[src/rtl/stkptr_pkg.sv]
package stkptr_pkg;

    localparam int DEF_PTR_W    = 8;
    localparam int DEF_REGION_W = 2;
    localparam int DEF_ADJ_W    = 3;
    localparam int DEF_TASK_W   = 4;

    // Source of the next pointer value
    typedef enum logic [1:0] {
        UPD_KEEP    = 2'd0,
        UPD_ADJ     = 2'd1,
        UPD_LOAD    = 2'd2,
        UPD_RESTORE = 2'd3
    } upd_sel_e;

    // Bounds-error classification of one access
    typedef struct packed {
        logic ovf;
        logic und;
    } bound_err_t;

    function automatic logic any_err(bound_err_t e);
        return e.ovf | e.und;
    endfunction

endpackage

[src/rtl/stkptr_adjust.sv]
module stkptr_adjust
    import stkptr_pkg::*;
#(
    parameter int OFF_W = 6,
    parameter int ADJ_W = 3
) (
    input  logic [OFF_W-1:0] off,
    input  logic [ADJ_W-1:0] adj,
    input  logic             zchk,
    input  logic             chk_en,
    output logic [OFF_W-1:0] next_off,
    output bound_err_t       err
);
    localparam int SW = OFF_W + 2;
    localparam logic signed [SW-1:0] TOP_OFF = SW'((1 << OFF_W) - 1);

    logic signed [SW-1:0] adj_s;
    logic signed [SW-1:0] off_s;
    logic signed [SW-1:0] sum_s;
    logic                 below;
    logic                 above;
    logic                 zero_hit;

    always_comb begin
        adj_s    = {{(SW-ADJ_W){adj[ADJ_W-1]}}, adj};
        off_s    = {2'b00, off};
        sum_s    = off_s + adj_s;
        below    = sum_s < 0;
        above    = sum_s > TOP_OFF;
        zero_hit = zchk && ((off == '0) || (sum_s == '0));
        next_off = sum_s[OFF_W-1:0];
        err.ovf  = chk_en && above;
        err.und  = chk_en && (below || zero_hit);
    end

endmodule

[src/rtl/stkptr_ctrl.sv]
module stkptr_ctrl
    import stkptr_pkg::*;
#(
    parameter int TASK_W   = 4,
    parameter int EMU_TASK = 0
) (
    input  logic              acc_en,
    input  logic [TASK_W-1:0] task_id,
    input  logic              ld_en,
    input  logic              restore_en,
    input  bound_err_t        err,
    output logic              chk_en,
    output logic              stall,
    output upd_sel_e          upd_sel
);
    always_comb begin
        chk_en = acc_en && (task_id == TASK_W'(EMU_TASK));
        stall  = any_err(err);
        if (acc_en) begin
            upd_sel = stall ? UPD_KEEP : UPD_ADJ;
        end else if (ld_en) begin
            upd_sel = UPD_LOAD;
        end else if (restore_en) begin
            upd_sel = UPD_RESTORE;
        end else begin
            upd_sel = UPD_KEEP;
        end
    end

endmodule

[src/rtl/stkptr_regs.sv]
module stkptr_regs
    import stkptr_pkg::*;
#(
    parameter int PTR_W = 8
) (
    input  logic             clk,
    input  logic             rst,
    input  upd_sel_e         upd_sel,
    input  logic [PTR_W-1:0] adj_ptr,
    input  logic [PTR_W-1:0] ld_val,
    input  logic             save_stb,
    input  logic             flag_upd,
    input  bound_err_t       err,
    output logic [PTR_W-1:0] ptr,
    output bound_err_t       flags
);
    logic [PTR_W-1:0] saved;

    always_ff @(posedge clk) begin
        if (rst) begin
            ptr <= '0;
        end else begin
            case (upd_sel)
                UPD_ADJ:     ptr <= adj_ptr;
                UPD_LOAD:    ptr <= ld_val;
                UPD_RESTORE: ptr <= saved;
                default:     ptr <= ptr;
            endcase
        end
    end

    always_ff @(posedge clk) begin
        if (rst) begin
            saved <= '0;
        end else if (save_stb) begin
            saved <= ptr;
        end
    end

    always_ff @(posedge clk) begin
        if (rst) begin
            flags <= '0;
        end else if (flag_upd) begin
            flags <= err;
        end
    end

endmodule

[src/rtl/stkptr_unit.sv]
module stkptr_unit
    import stkptr_pkg::*;
#(
    parameter int PTR_W    = DEF_PTR_W,
    parameter int REGION_W = DEF_REGION_W,
    parameter int ADJ_W    = DEF_ADJ_W,
    parameter int TASK_W   = DEF_TASK_W,
    parameter int EMU_TASK = 0
) (
    input  logic              clk,
    input  logic              rst,
    input  logic              acc_en,
    input  logic [TASK_W-1:0] task_id,
    input  logic [ADJ_W-1:0]  adj_code,
    input  logic              zchk,
    input  logic              wr_adj,
    input  logic              ld_en,
    input  logic [PTR_W-1:0]  ld_val,
    input  logic              save_stb,
    input  logic              restore_en,
    output logic [PTR_W-1:0]  rd_addr,
    output logic [PTR_W-1:0]  wr_addr,
    output logic [PTR_W-1:0]  ptr_rdbk,
    output logic              hold,
    output logic              fault_req,
    output logic              ovf_flag,
    output logic              und_flag
);
    localparam int OFF_W = PTR_W - REGION_W;

    logic [PTR_W-1:0] ptr;
    logic [OFF_W-1:0] next_off;
    logic [PTR_W-1:0] adj_ptr;
    bound_err_t       err;
    bound_err_t       flags;
    logic             chk_en;
    logic             stall;
    upd_sel_e         upd_sel;

    stkptr_adjust #(.OFF_W(OFF_W), .ADJ_W(ADJ_W)) u_adjust (
        .off      (ptr[OFF_W-1:0]),
        .adj      (adj_code),
        .zchk     (zchk),
        .chk_en   (chk_en),
        .next_off (next_off),
        .err      (err)
    );

    stkptr_ctrl #(.TASK_W(TASK_W), .EMU_TASK(EMU_TASK)) u_ctrl (
        .acc_en     (acc_en),
        .task_id    (task_id),
        .ld_en      (ld_en),
        .restore_en (restore_en),
        .err        (err),
        .chk_en     (chk_en),
        .stall      (stall),
        .upd_sel    (upd_sel)
    );

    stkptr_regs #(.PTR_W(PTR_W)) u_regs (
        .clk      (clk),
        .rst      (rst),
        .upd_sel  (upd_sel),
        .adj_ptr  (adj_ptr),
        .ld_val   (ld_val),
        .save_stb (save_stb),
        .flag_upd (chk_en),
        .err      (err),
        .ptr      (ptr),
        .flags    (flags)
    );

    always_comb begin
        adj_ptr   = {ptr[PTR_W-1 -: REGION_W], next_off};
        rd_addr   = ptr;
        wr_addr   = wr_adj ? adj_ptr : ptr;
        ptr_rdbk  = (upd_sel == UPD_ADJ) ? adj_ptr : ptr;
        hold      = stall;
        fault_req = stall;
        ovf_flag  = flags.ovf;
        und_flag  = flags.und;
    end

endmodule

[config.mk]
export PLATFORM = sky130hd
export DESIGN_NAME = stkptr_unit
export DESIGN_NICKNAME = d
export VERILOG_FILES = /design/src/rtl/stkptr_pkg.sv /design/src/rtl/stkptr_adjust.sv /design/src/rtl/stkptr_ctrl.sv /design/src/rtl/stkptr_regs.sv /design/src/rtl/stkptr_unit.sv
export SDC_FILE = /design/constraint.sdc
export NUM_CORES = 1
export LEC_CHECK = 0
export ABC_AREA = 0
export BUFFER_PORTS_ARGS = -buffer_cell sky130_fd_sc_hd__buf_2
export CAP_MARGIN = 5
export CELL_PAD_IN_SITES_DETAIL_PLACEMENT = 1
export CELL_PAD_IN_SITES_GLOBAL_PLACEMENT = 1
export CORE_UTILIZATION = 38
export CTS_CLUSTER_DIAMETER = 50
export DETAILED_ROUTE_END_ITERATION = 16
export PLACE_DENSITY = 0.93
export REMOVE_ABC_BUFFERS = 1
export SKIP_CTS_REPAIR_TIMING = 1
export SYNTH_ARGS = -nofsm -noshare
export SYNTH_HDL_FRONTEND = slang
export SYNTH_SLANG_ARGS = --single-unit
[constraint.sdc]
create_clock -name clk -period 6.3 [get_ports clk]
set_input_delay 0.945 -clock clk [delete_from_list [all_inputs] [get_ports clk]]
set_output_delay 0.945 -clock clk [all_outputs]
set_load 0.01 [all_outputs]
; ---- Word-level counts from Yosys, hierarchy flattened
; Cells that the tools add are included.
[word_totals]
out_inout_bits = 28
ff_bits = 18
inputBits = 23
elab_cells = 32
[op_classes]
n_eq_ne = 3
n_addsub = 1
bitwise = 2
n_mux = 7
n_lt_le_gt_ge = 2
n_reduce_logical = 12
[ops]
columns = operator, count
row1 = $pmux 8 s3, 1
row2 = $mux 6, 2
row3 = $add 7x3->8, 1
row4 = $gt 8x7->1 const B, 1
row5 = $logic_not 8->1, 1
row6 = $lt 8x1->1 const B, 1
row7 = $logic_not 6->1, 1
row8 = $mux 2, 3
row9 = $eq 2x2->1 const B, 2
row10 = $logic_and 1x1->1, 4
row11 = $logic_not 4->1, 1
row12 = $reduce_bool 3->1, 1
row13 = $eq 2x1->1 const B, 1
row14 = $logic_or 1x1->1, 2
row15 = $reduce_and 2->1, 1
row16 = $reduce_bool 2->1, 1
row17 = $mux 1, 1
row18 = $not 1->1, 1
row19 = $or 1x1->1, 1

; ---- Logic depth before layout (Yosys ltp)
; Gate-level depths: netlist of run 1.
[depth]
depth_word = 12
depth_mapped = 10
mapped_depth_nobuf = 9

; ---- Modules after synthesis
; From an unflattened synthesis of run 1, not the netlist that was laid out.
[unflattened]
hier_cells = 149
area_unflattened_um2 = 1421.4
[by_module_without_submodules]
columns = module, seq_area_each_um2, instances, area_each_um2, cells_each
row1 = stkptr_regs, 360.3, 1, 769.5, 70
row2 = stkptr_adjust, 0.0, 1, 386.6, 51
row3 = stkptr_unit, 0.0, 1, 225.2, 20
row4 = stkptr_ctrl, 0.0, 1, 40.0, 8

; ---- Worst setup path after synthesis of run 1
; Ideal clock, no wire load.
[synth_timing]
kind = in2out
startpoint = input port adj_code[0]
endpoint = output port ptr_rdbk[5]
t_required_ps = 5355
setup_slack_ps = 2259
stages = 9
t_arrival_ps = 3096
path_buffers = 0
path_cell_list = ha_1 fa_1 a21o_1 nand4b_1 and4b_1 nor3b_1 a2bb2oi_1 o21ai_2 mux2_4
[synth_via]
elab_chain_len = 11
elab_cells_between_ends = 14
cone_classes = add/sub: 1 / order compare: 2 / eq/ne: 1 / mux: 3 / bitwise: 1 / reduce/logical: 6
[synth_lines]
columns = element, line_no
row1 = from (decl), stkptr_unit.sv:14  ; input logic [ADJ_W-1:0] adj_code,
row2 = $add 7x3->8 *, stkptr_adjust.sv:27  ; sum_s = off_s + adj_s;
row3 = "parallel branches: the longest is 9 deep, another holds $lt 8x1->1", --
row4 = $mux 6 *, stkptr_unit.sv:77  ; ptr_rdbk = (upd_sel == UPD_ADJ) ? adj_ptr : ptr;
row5 = to (decl), stkptr_unit.sv:23  ; output logic [PTR_W-1:0] ptr_rdbk,
; Every way passes the cells marked *.

; ---- Final worst setup path of run 1
; Same ends and word-level chain as after synthesis.

==> run summary, run 1 <==
STATUS
---------------------------------------------------------------------------------
Outcome ............................................................ complete, no violations

STA
---------------------------------------------------------------------------------
RSZ-0062 raised after global routing ...............................           no
Setup TNS ..........................................................         0 ns
Number of endpoints with negative hold slack in the final report ...            0
Least-Margin Pin Slew ..............................................     0.431 ns
Final Max Slew Viols ...............................................            0
Worst clock skew ...................................................   0.00351 ns
Setup violations, final ............................................            0
Minimum clock period after layout ..................................      4.58 ns
Period Utilization, post-route .....................................        0.728
Fmax ...............................................................      218 MHz
Post-route setup slack .............................................      1.72 ns
Worst slew slack as a fraction of its limit ........................        0.712

DIE
---------------------------------------------------------------------------------
Total Die Area .....................................................  0.00416 mm²
Count of standard-cell rows ........................................           22
Top Ports ..........................................................           51
Core area ..........................................................  0.00372 mm²
Overall die width ..................................................      64.5 µm
Height of the die ..................................................      64.5 µm
Initial standard-cell utilization of the core ......................        0.399

CLOCK TREE
---------------------------------------------------------------------------------
CTS Root Buffer Type ............................................... sky130_fd_sc_hd__clkbuf_8
TritonCTS Buffers ..................................................            3
Clock Pin Slew Worst Setup and Hold Paths ..........................      0.07 ns
CTS tree ...........................................................          yes
Clock tree buffer depth ............................................            2
Clock sink count ...................................................           18
Clock latency reported for the late side of the worst-skew pair ....      0.25 ns
Depth of the CTS H-tree ............................................            1

SYNTHESIS
---------------------------------------------------------------------------------
Number of enable flip-flop cells after synthesis ...................            0
Main synth FF type ................................................. sky130_fd_sc_hd__dfxtp_1
Post-synth top area cell ........................................... sky130_fd_sc_hd__dfxtp_1
Part of the Yosys area used for sequential elements ................        0.243
Post-synthesis cell count ..........................................          185
Syn Std Cell Area ..................................................  0.00148 mm²
Mean post-synth cell area ..........................................     8.02 µm²
Yosys synthesis warning count ......................................            0
Area share of the leading cell type in the synthesized netlist .....        0.243
Fraction of registers with async set/reset .........................            0
Synth area leaders ................................................. sky130_fd_sc_hd__dfxtp_1 (24%), sky130_fd_sc_hd__nor2_1 (8.3%), sky130_fd_sc_hd__mux2i_1 (7.4%), sky130_fd_sc_hd__ha_1 (5.9%), sky130_fd_sc_hd__o21ai_0 (4.4%)
Count of different cell masters after synthesis ....................           50
Register bit total from synthesis ..................................           18

PLACEMENT
---------------------------------------------------------------------------------
Worst setup slack before clock tree synthesis ......................      1.74 ns
Final weighted congestion in routability-driven placement ..........        0.845
Port-buffer cells ..................................................           50
HPWL Detailed ......................................................      3.30 mm
Post-placement cell area ...........................................  0.00172 mm²

CRITICAL PATH
---------------------------------------------------------------------------------
Critical path data arrival time ....................................      3.64 ns
Combined buffer and inverter count along the critical path .........            2
Worst-path cell with the longest stage delay ....................... sky130_fd_sc_hd__fa_1
Reg-to-reg critical path startpoint ................................ u_regs.ptr[0]$_SDFFE_PP0P_
Endpoint kind of the worst setup timing path .......................   output pin
Most numerous cell on the critical path ............................ sky130_fd_sc_hd__buf_2
Data required time of the worst path ...............................      5.35 ns
Worst Path Class, Setup ............................................ primary input to output pin
CP startpoint kind ................................................. primary input
CP top delay family ................................................ simple AND/OR/NAND/NOR gates
Crit path cell chain ............................................... buf_2 > ha_1 > fa_1 > a21o_1 > nand4b_1 > and4b_1 > nor3b_1 > a2bb2oi_1 > o21ai_2 > mux2_4 > buf_2
Worst setup path start .............................................  adj_code[0]
Longest individual stage delay on the worst path ...................      0.41 ns
Peak fanout along the critical path ................................            5

CELLS AND AREA
---------------------------------------------------------------------------------
Share of cells above drive strength 1 ..............................        0.317
Top library cells by usage in the layout, fill and taps aside ...... sky130_fd_sc_hd__buf_2 (50), sky130_fd_sc_hd__nor2_1 (33), sky130_fd_sc_hd__dfxtp_1 (18)
Most common library cell in the layout ignoring fill and taps ...... sky130_fd_sc_hd__buf_2
Number of filler cells placed in the layout ........................          484
Final Net Count ....................................................          257
Count of antenna diodes in the layout ..............................            0
Syn-to-layout area delta ...........................................        18.5%
Post-route standard cell area excluding fillers ....................  0.00176 mm²

POWER
---------------------------------------------------------------------------------
Standby leakage power ..............................................  0.000807 µW
Power Density ......................................................   214 mW/mm²
IR drop worst, VDD .................................................     0.116 mV

DETAILED ROUTING
---------------------------------------------------------------------------------
Residual antenna-violating net count after detailed routing ........            0
Via total after detailed routing ...................................        1,516
Number of optimization iterations in the first detailed-route pass .            4
Per-cell via count in the routed design ............................         5.57
Average wire per cell in the routed design .........................      15.6 µm
DRC violation count after routing ..................................            0
Violation count after the first detailed-routing iteration .........           63
Routed wire length .................................................      4.25 mm

GRT
---------------------------------------------------------------------------------
Global-route wire length before repair .............................      7.15 mm
Maximum number of pins on one net before global-route repair .......           20
Number of global-route vias before repair ..........................        1,560
Initial antenna violation count ....................................            0
Sum of overflow across all layers after global routing .............            0
Total GRT Usage ....................................................        0.215

MIN PATH
---------------------------------------------------------------------------------
Start point of the worst min-delay path ............................ u_regs.flags[1]$_SDFFE_PP0P_
Classification of the worst-slack hold path ........................ register to register

JOB
---------------------------------------------------------------------------------
Max capacitance violation total ....................................            0

-- logic make-up after synthesis --
logic type,after synthesis,synth area share
fa+ha+maj,8,0.0725
simple gates,70,0.248
mux,16,0.115
flops,18,0.243
buf+inv,20,0.0691
compound gates,49,0.229
xor+xnor,4,0.0236
-- per-layer routing --
layer	vias up	wire, µm	global-route usage
met4	0	29	0.0194
met1	730	1970	0.275
met2	39	2080	0.380
li1	743	-	-
met3	4	169	0.0458
met5	-	0	0
-- flip-flops by register name, indices dropped and copies added, names as in the netlist --
register      cells
u_regs.flags      2
u_regs.saved      8
u_regs.ptr        8
-- path summary, 6_finish.rpt --
| kind | endpoint | slack (ns) | cells past startpoint |
|---|---|---|---|
| hold / removal | u_regs.flags[1]$_SDFFE_PP0P_ | 0.51 | 2 |
| setup / recovery | ptr_rdbk[5] | 1.72 | 11 |
| setup reg to reg | u_regs.ptr[2]$_SDFFE_PP0P_ | 3.32 | 10 |
| hold reg to reg | u_regs.flags[1]$_SDFFE_PP0P_ | 0.51 | 2 |
-- metrics by stage --
| step | hold WS, ns | utilization | cells | power (µW) |
|---|---|---|---|---|
| after CTS | 0.508 | 0.473 | 272 | 378 |
| final | 0.508 | 0.473 | 272 | 376 |
| after global placement | 0.471 | 0.462 | 269 | 293 |
| after detailed placement | 0.488 | 0.462 | 269 | 300 |
| after floorplan | 0.460 | - | 170 | 238 |
| after global routing | 0.529 | 0.473 | 272 | 401 |
-- area by class of cell --
type	instances	area, µm²	area share
Clock buffer	3	41.3	0.0235
Tap cell	48	60.1	0.0341
Timing Repair Buffer	51	258	0.147
Sequential cell	18	360	0.205
Inverter	5	18.8	0.0107
Multi-Input combinational cell	147	1020	0.580
-- where the power goes --
group | total [µW] | switching (µW) | internal, µW
Combinational | 162 | 91.9 | 70.3
Clock | 79.1 | 36.6 | 42.4
Sequential | 135 | 12.5 | 122
-- Yosys cell counts, types with 5 or more instances --
| library cell | count |
|---|---|
| sky130_fd_sc_hd__nand2_1 | 7 |
| sky130_fd_sc_hd__dfxtp_1 | 18 |
| sky130_fd_sc_hd__o21ai_0 | 13 |
| sky130_fd_sc_hd__inv_1 | 5 |
| sky130_fd_sc_hd__a21oi_1 | 11 |
| sky130_fd_sc_hd__nor2_1 | 33 |
| sky130_fd_sc_hd__ha_1 | 7 |
| sky130_fd_sc_hd__nor2b_1 | 5 |
| sky130_fd_sc_hd__buf_4 | 5 |
| sky130_fd_sc_hd__clkbuf_1 | 8 |
| sky130_fd_sc_hd__mux2i_1 | 11 |
-- tightest hold or removal path, cell delays in order (launching register included) --
cell and delay, ns:
sky130_fd_sc_hd__dfxtp_1 0.33, sky130_fd_sc_hd__mux2i_1 0.07, sky130_fd_sc_hd__nor2_1 0.07
Note: power is estimated with default switching activity, not from simulation.
==> inputs of run 2 (changes only) <==
CORE_UTILIZATION = 36   (was 38)
PLACE_DENSITY = 0.89   (was 0.93)
clock period = 4.6 ns   (was 6.3 ns; I/O delays follow)
==> run 2 against run 1 <==
  * Clock power is 39% higher
  * Worst setup slack worse by 1.2 ns
  * Die area is 5.4% higher
  * Flip-flop and latch count stayed put
  * First-iteration DRC count is 22% lower
  * Combinational power is 38% higher
  * Sequential power is 36% higher
  * Clock skew is 0.0030 ns lower
  * Wire length is 1.1% higher
  * Critical path depth stayed put
  * Cell count stayed put
  * Cell area stayed put
==> run summary, run 2 (same netlist as run 1, synthesis figures left out) <==
STATUS
---------------------------------------------------------------------------------
Outcome ............................................................ complete, no violations   unchanged

CLOCK TREE
---------------------------------------------------------------------------------
Clock sink count ...................................................           18   unchanged
TritonCTS Buffers ..................................................            3   unchanged
Depth of the CTS H-tree ............................................            1   unchanged
Clock latency reported for the late side of the worst-skew pair ....      0.25 ns   about the same
CTS Root Buffer Type ............................................... sky130_fd_sc_hd__clkbuf_8   unchanged
Clock Pin Slew Worst Setup and Hold Paths ..........................      0.07 ns   about the same
CTS tree ...........................................................          yes   unchanged
Clock tree buffer depth ............................................            2   unchanged

DIE
---------------------------------------------------------------------------------
Top Ports ..........................................................           51   unchanged
Count of standard-cell rows ........................................           22   unchanged
Core area ..........................................................  0.00380 mm²   was 0.00372 mm²
Overall die width ..................................................      66.2 µm   was 64.5 µm
Total Die Area .....................................................  0.00438 mm²   was 0.00416 mm²
Height of the die ..................................................      66.2 µm   was 64.5 µm
Initial standard-cell utilization of the core ......................        0.391   was 0.399

GRT
---------------------------------------------------------------------------------
Total GRT Usage ....................................................        0.206   was 0.215
Maximum number of pins on one net before global-route repair .......           20   unchanged
Global-route wire length before repair .............................      7.08 mm   was 7.15 mm
Number of global-route vias before repair ..........................        1,469   was 1,560
Sum of overflow across all layers after global routing .............            0   unchanged
Initial antenna violation count ....................................            0   unchanged

DETAILED ROUTING
---------------------------------------------------------------------------------
Routed wire length .................................................      4.30 mm   was 4.25 mm
Violation count after the first detailed-routing iteration .........           49   was 63
Number of optimization iterations in the first detailed-route pass .            4   unchanged
Via total after detailed routing ...................................        1,488   was 1,516
Average wire per cell in the routed design .........................      15.8 µm   was 15.6 µm
DRC violation count after routing ..................................            0   unchanged
Per-cell via count in the routed design ............................         5.47   was 5.57
Residual antenna-violating net count after detailed routing ........            0   unchanged

CRITICAL PATH
---------------------------------------------------------------------------------
Combined buffer and inverter count along the critical path .........            2   unchanged
Peak fanout along the critical path ................................            5   unchanged
Worst Path Class, Setup ............................................ primary input to output pin   unchanged
CP startpoint kind ................................................. primary input   unchanged
CP top delay family ................................................ simple AND/OR/NAND/NOR gates   unchanged
Longest individual stage delay on the worst path ...................      0.42 ns   was 0.41 ns
Crit path cell chain ............................................... buf_2 > ha_1 > fa_1 > a21o_1 > nand4b_1 > and4b_1 > nor3b_1 > a2bb2oi_1 > o21ai_2 > mux2_4 > buf_2   unchanged
Worst-path cell with the longest stage delay ....................... sky130_fd_sc_hd__fa_1   unchanged
Data required time of the worst path ...............................      3.91 ns   was 5.35 ns
Reg-to-reg setup timing slack ......................................      1.64 ns   was 3.32 ns
Most numerous cell on the critical path ............................ sky130_fd_sc_hd__buf_2   unchanged
Critical path data arrival time ....................................      3.36 ns   was 3.64 ns
Endpoint kind of the worst setup timing path .......................   output pin   unchanged

POWER
---------------------------------------------------------------------------------
IR drop worst, VDD .................................................     0.134 mV   was 0.116 mV
Power Density ......................................................   294 mW/mm²   was 214 mW/mm²
Standby leakage power ..............................................  0.000807 µW   unchanged

JOB
---------------------------------------------------------------------------------
Max capacitance violation total ....................................            0   unchanged

PLACEMENT
---------------------------------------------------------------------------------
Final weighted congestion in routability-driven placement ..........        0.892   was 0.845
Port-buffer cells ..................................................           50   unchanged
Worst setup slack before clock tree synthesis ......................     0.594 ns   was 1.74 ns
HPWL Detailed ......................................................      3.29 mm   was 3.30 mm

STA
---------------------------------------------------------------------------------
Worst slew slack as a fraction of its limit ........................        0.721   was 0.712
Setup violations, final ............................................            0   unchanged
Final Max Slew Viols ...............................................            0   unchanged
Worst clock skew ...................................................  0.000564 ns   was 0.00351 ns
Post-route setup slack .............................................     0.552 ns   was 1.72 ns
Fmax ...............................................................      247 MHz
Minimum clock period after layout ..................................      4.05 ns
Setup TNS ..........................................................         0 ns   unchanged
Least-Margin Pin Slew ..............................................     0.416 ns   was 0.431 ns
Period Utilization, post-route .....................................        0.880
Hold WS ............................................................     0.513 ns   was 0.508 ns
RSZ-0062 raised after global routing ...............................           no   unchanged
Number of endpoints with negative hold slack in the final report ...            0   unchanged

CELLS AND AREA
---------------------------------------------------------------------------------
Top library cells by usage in the layout, fill and taps aside ...... sky130_fd_sc_hd__buf_2 (50), sky130_fd_sc_hd__nor2_1 (33), sky130_fd_sc_hd__dfxtp_1 (18)   unchanged
Number of filler cells placed in the layout ........................          503   was 484
Most common library cell in the layout ignoring fill and taps ...... sky130_fd_sc_hd__buf_2   unchanged
Count of antenna diodes in the layout ..............................            0   unchanged
Area taken by flip-flops and latches ...............................      360 µm²   unchanged
Final Net Count ....................................................          257   unchanged
Registers with the highest flip-flop counts ........................ u_regs.ptr: 8 flops, u_regs.saved: 8 flops, u_regs.flags: 2 flops   unchanged
Final core utilization .............................................        0.463   was 0.473
Syn-to-layout area delta ...........................................        18.5%   unchanged
Share of cells above drive strength 1 ..............................        0.317   unchanged
Multi-input gate area ..............................................  0.00102 mm²   unchanged

MIN PATH
---------------------------------------------------------------------------------
Classification of the worst-slack hold path ........................ register to register   unchanged

==> run 2: cell counts in the layout (fill, tap and decap cells not counted) <==
No cell type changed its count.
==> run 2: layer usage <==
| metal | GRT usage | wire, µm |
|---|---|---|
| met5 | 0 | 0 |
| met2 | 0.361 | 2020 |
| met3 | 0.0397 | 162 |
| met4 | 0.0160 | 24 |
| met1 | 0.270 | 2090 |
==> run 2: tightest hold or removal path: stages, from the launching register on <==
cell and delay [ns]:
sky130_fd_sc_hd__dfxtp_1 0.33, sky130_fd_sc_hd__mux2i_1 0.07, sky130_fd_sc_hd__nor2_1 0.08
==> run 2: worst paths after layout <==
path | cells after the start | startpoint | endpoint
worst max-delay path | 11 | adj_code[0] | ptr_rdbk[5]
worst min-delay path | 2 | u_regs.saved[1]$_SDFFE_PP0P_ | u_regs.saved[1]$_SDFFE_PP0P_
worst max register to register | 9 | u_regs.ptr[5]$_SDFFE_PP0P_ | u_regs.ptr[5]$_SDFFE_PP0P_
worst min register to register | 2 | u_regs.saved[1]$_SDFFE_PP0P_ | u_regs.saved[1]$_SDFFE_PP0P_
==> run 2: final cells by class <==
type / count / share of cell area
multi-input combinational: 147 / 0.580
sequential: 18 / 0.205
timing repair buffer: 51 / 0.147
tap: 48 / 0.0341
clock buffer: 3 / 0.0235
inverter: 5 / 0.0107
==> run 2: per-stage QoR <==
step	cells	total power, µW	cell area, µm²
after global placement	269	404	1720
final	272	518	1760
after detailed placement	269	409	1720
after floorplan	170	326	1400
after global routing	272	551	1760
after CTS	272	519	1760
==> run 2: power by group <==
group	internal, µW	switching, µW	total (µW)
logic	96.2	127	223
registers	167	16.9	184
clock network	58.1	52.0	110
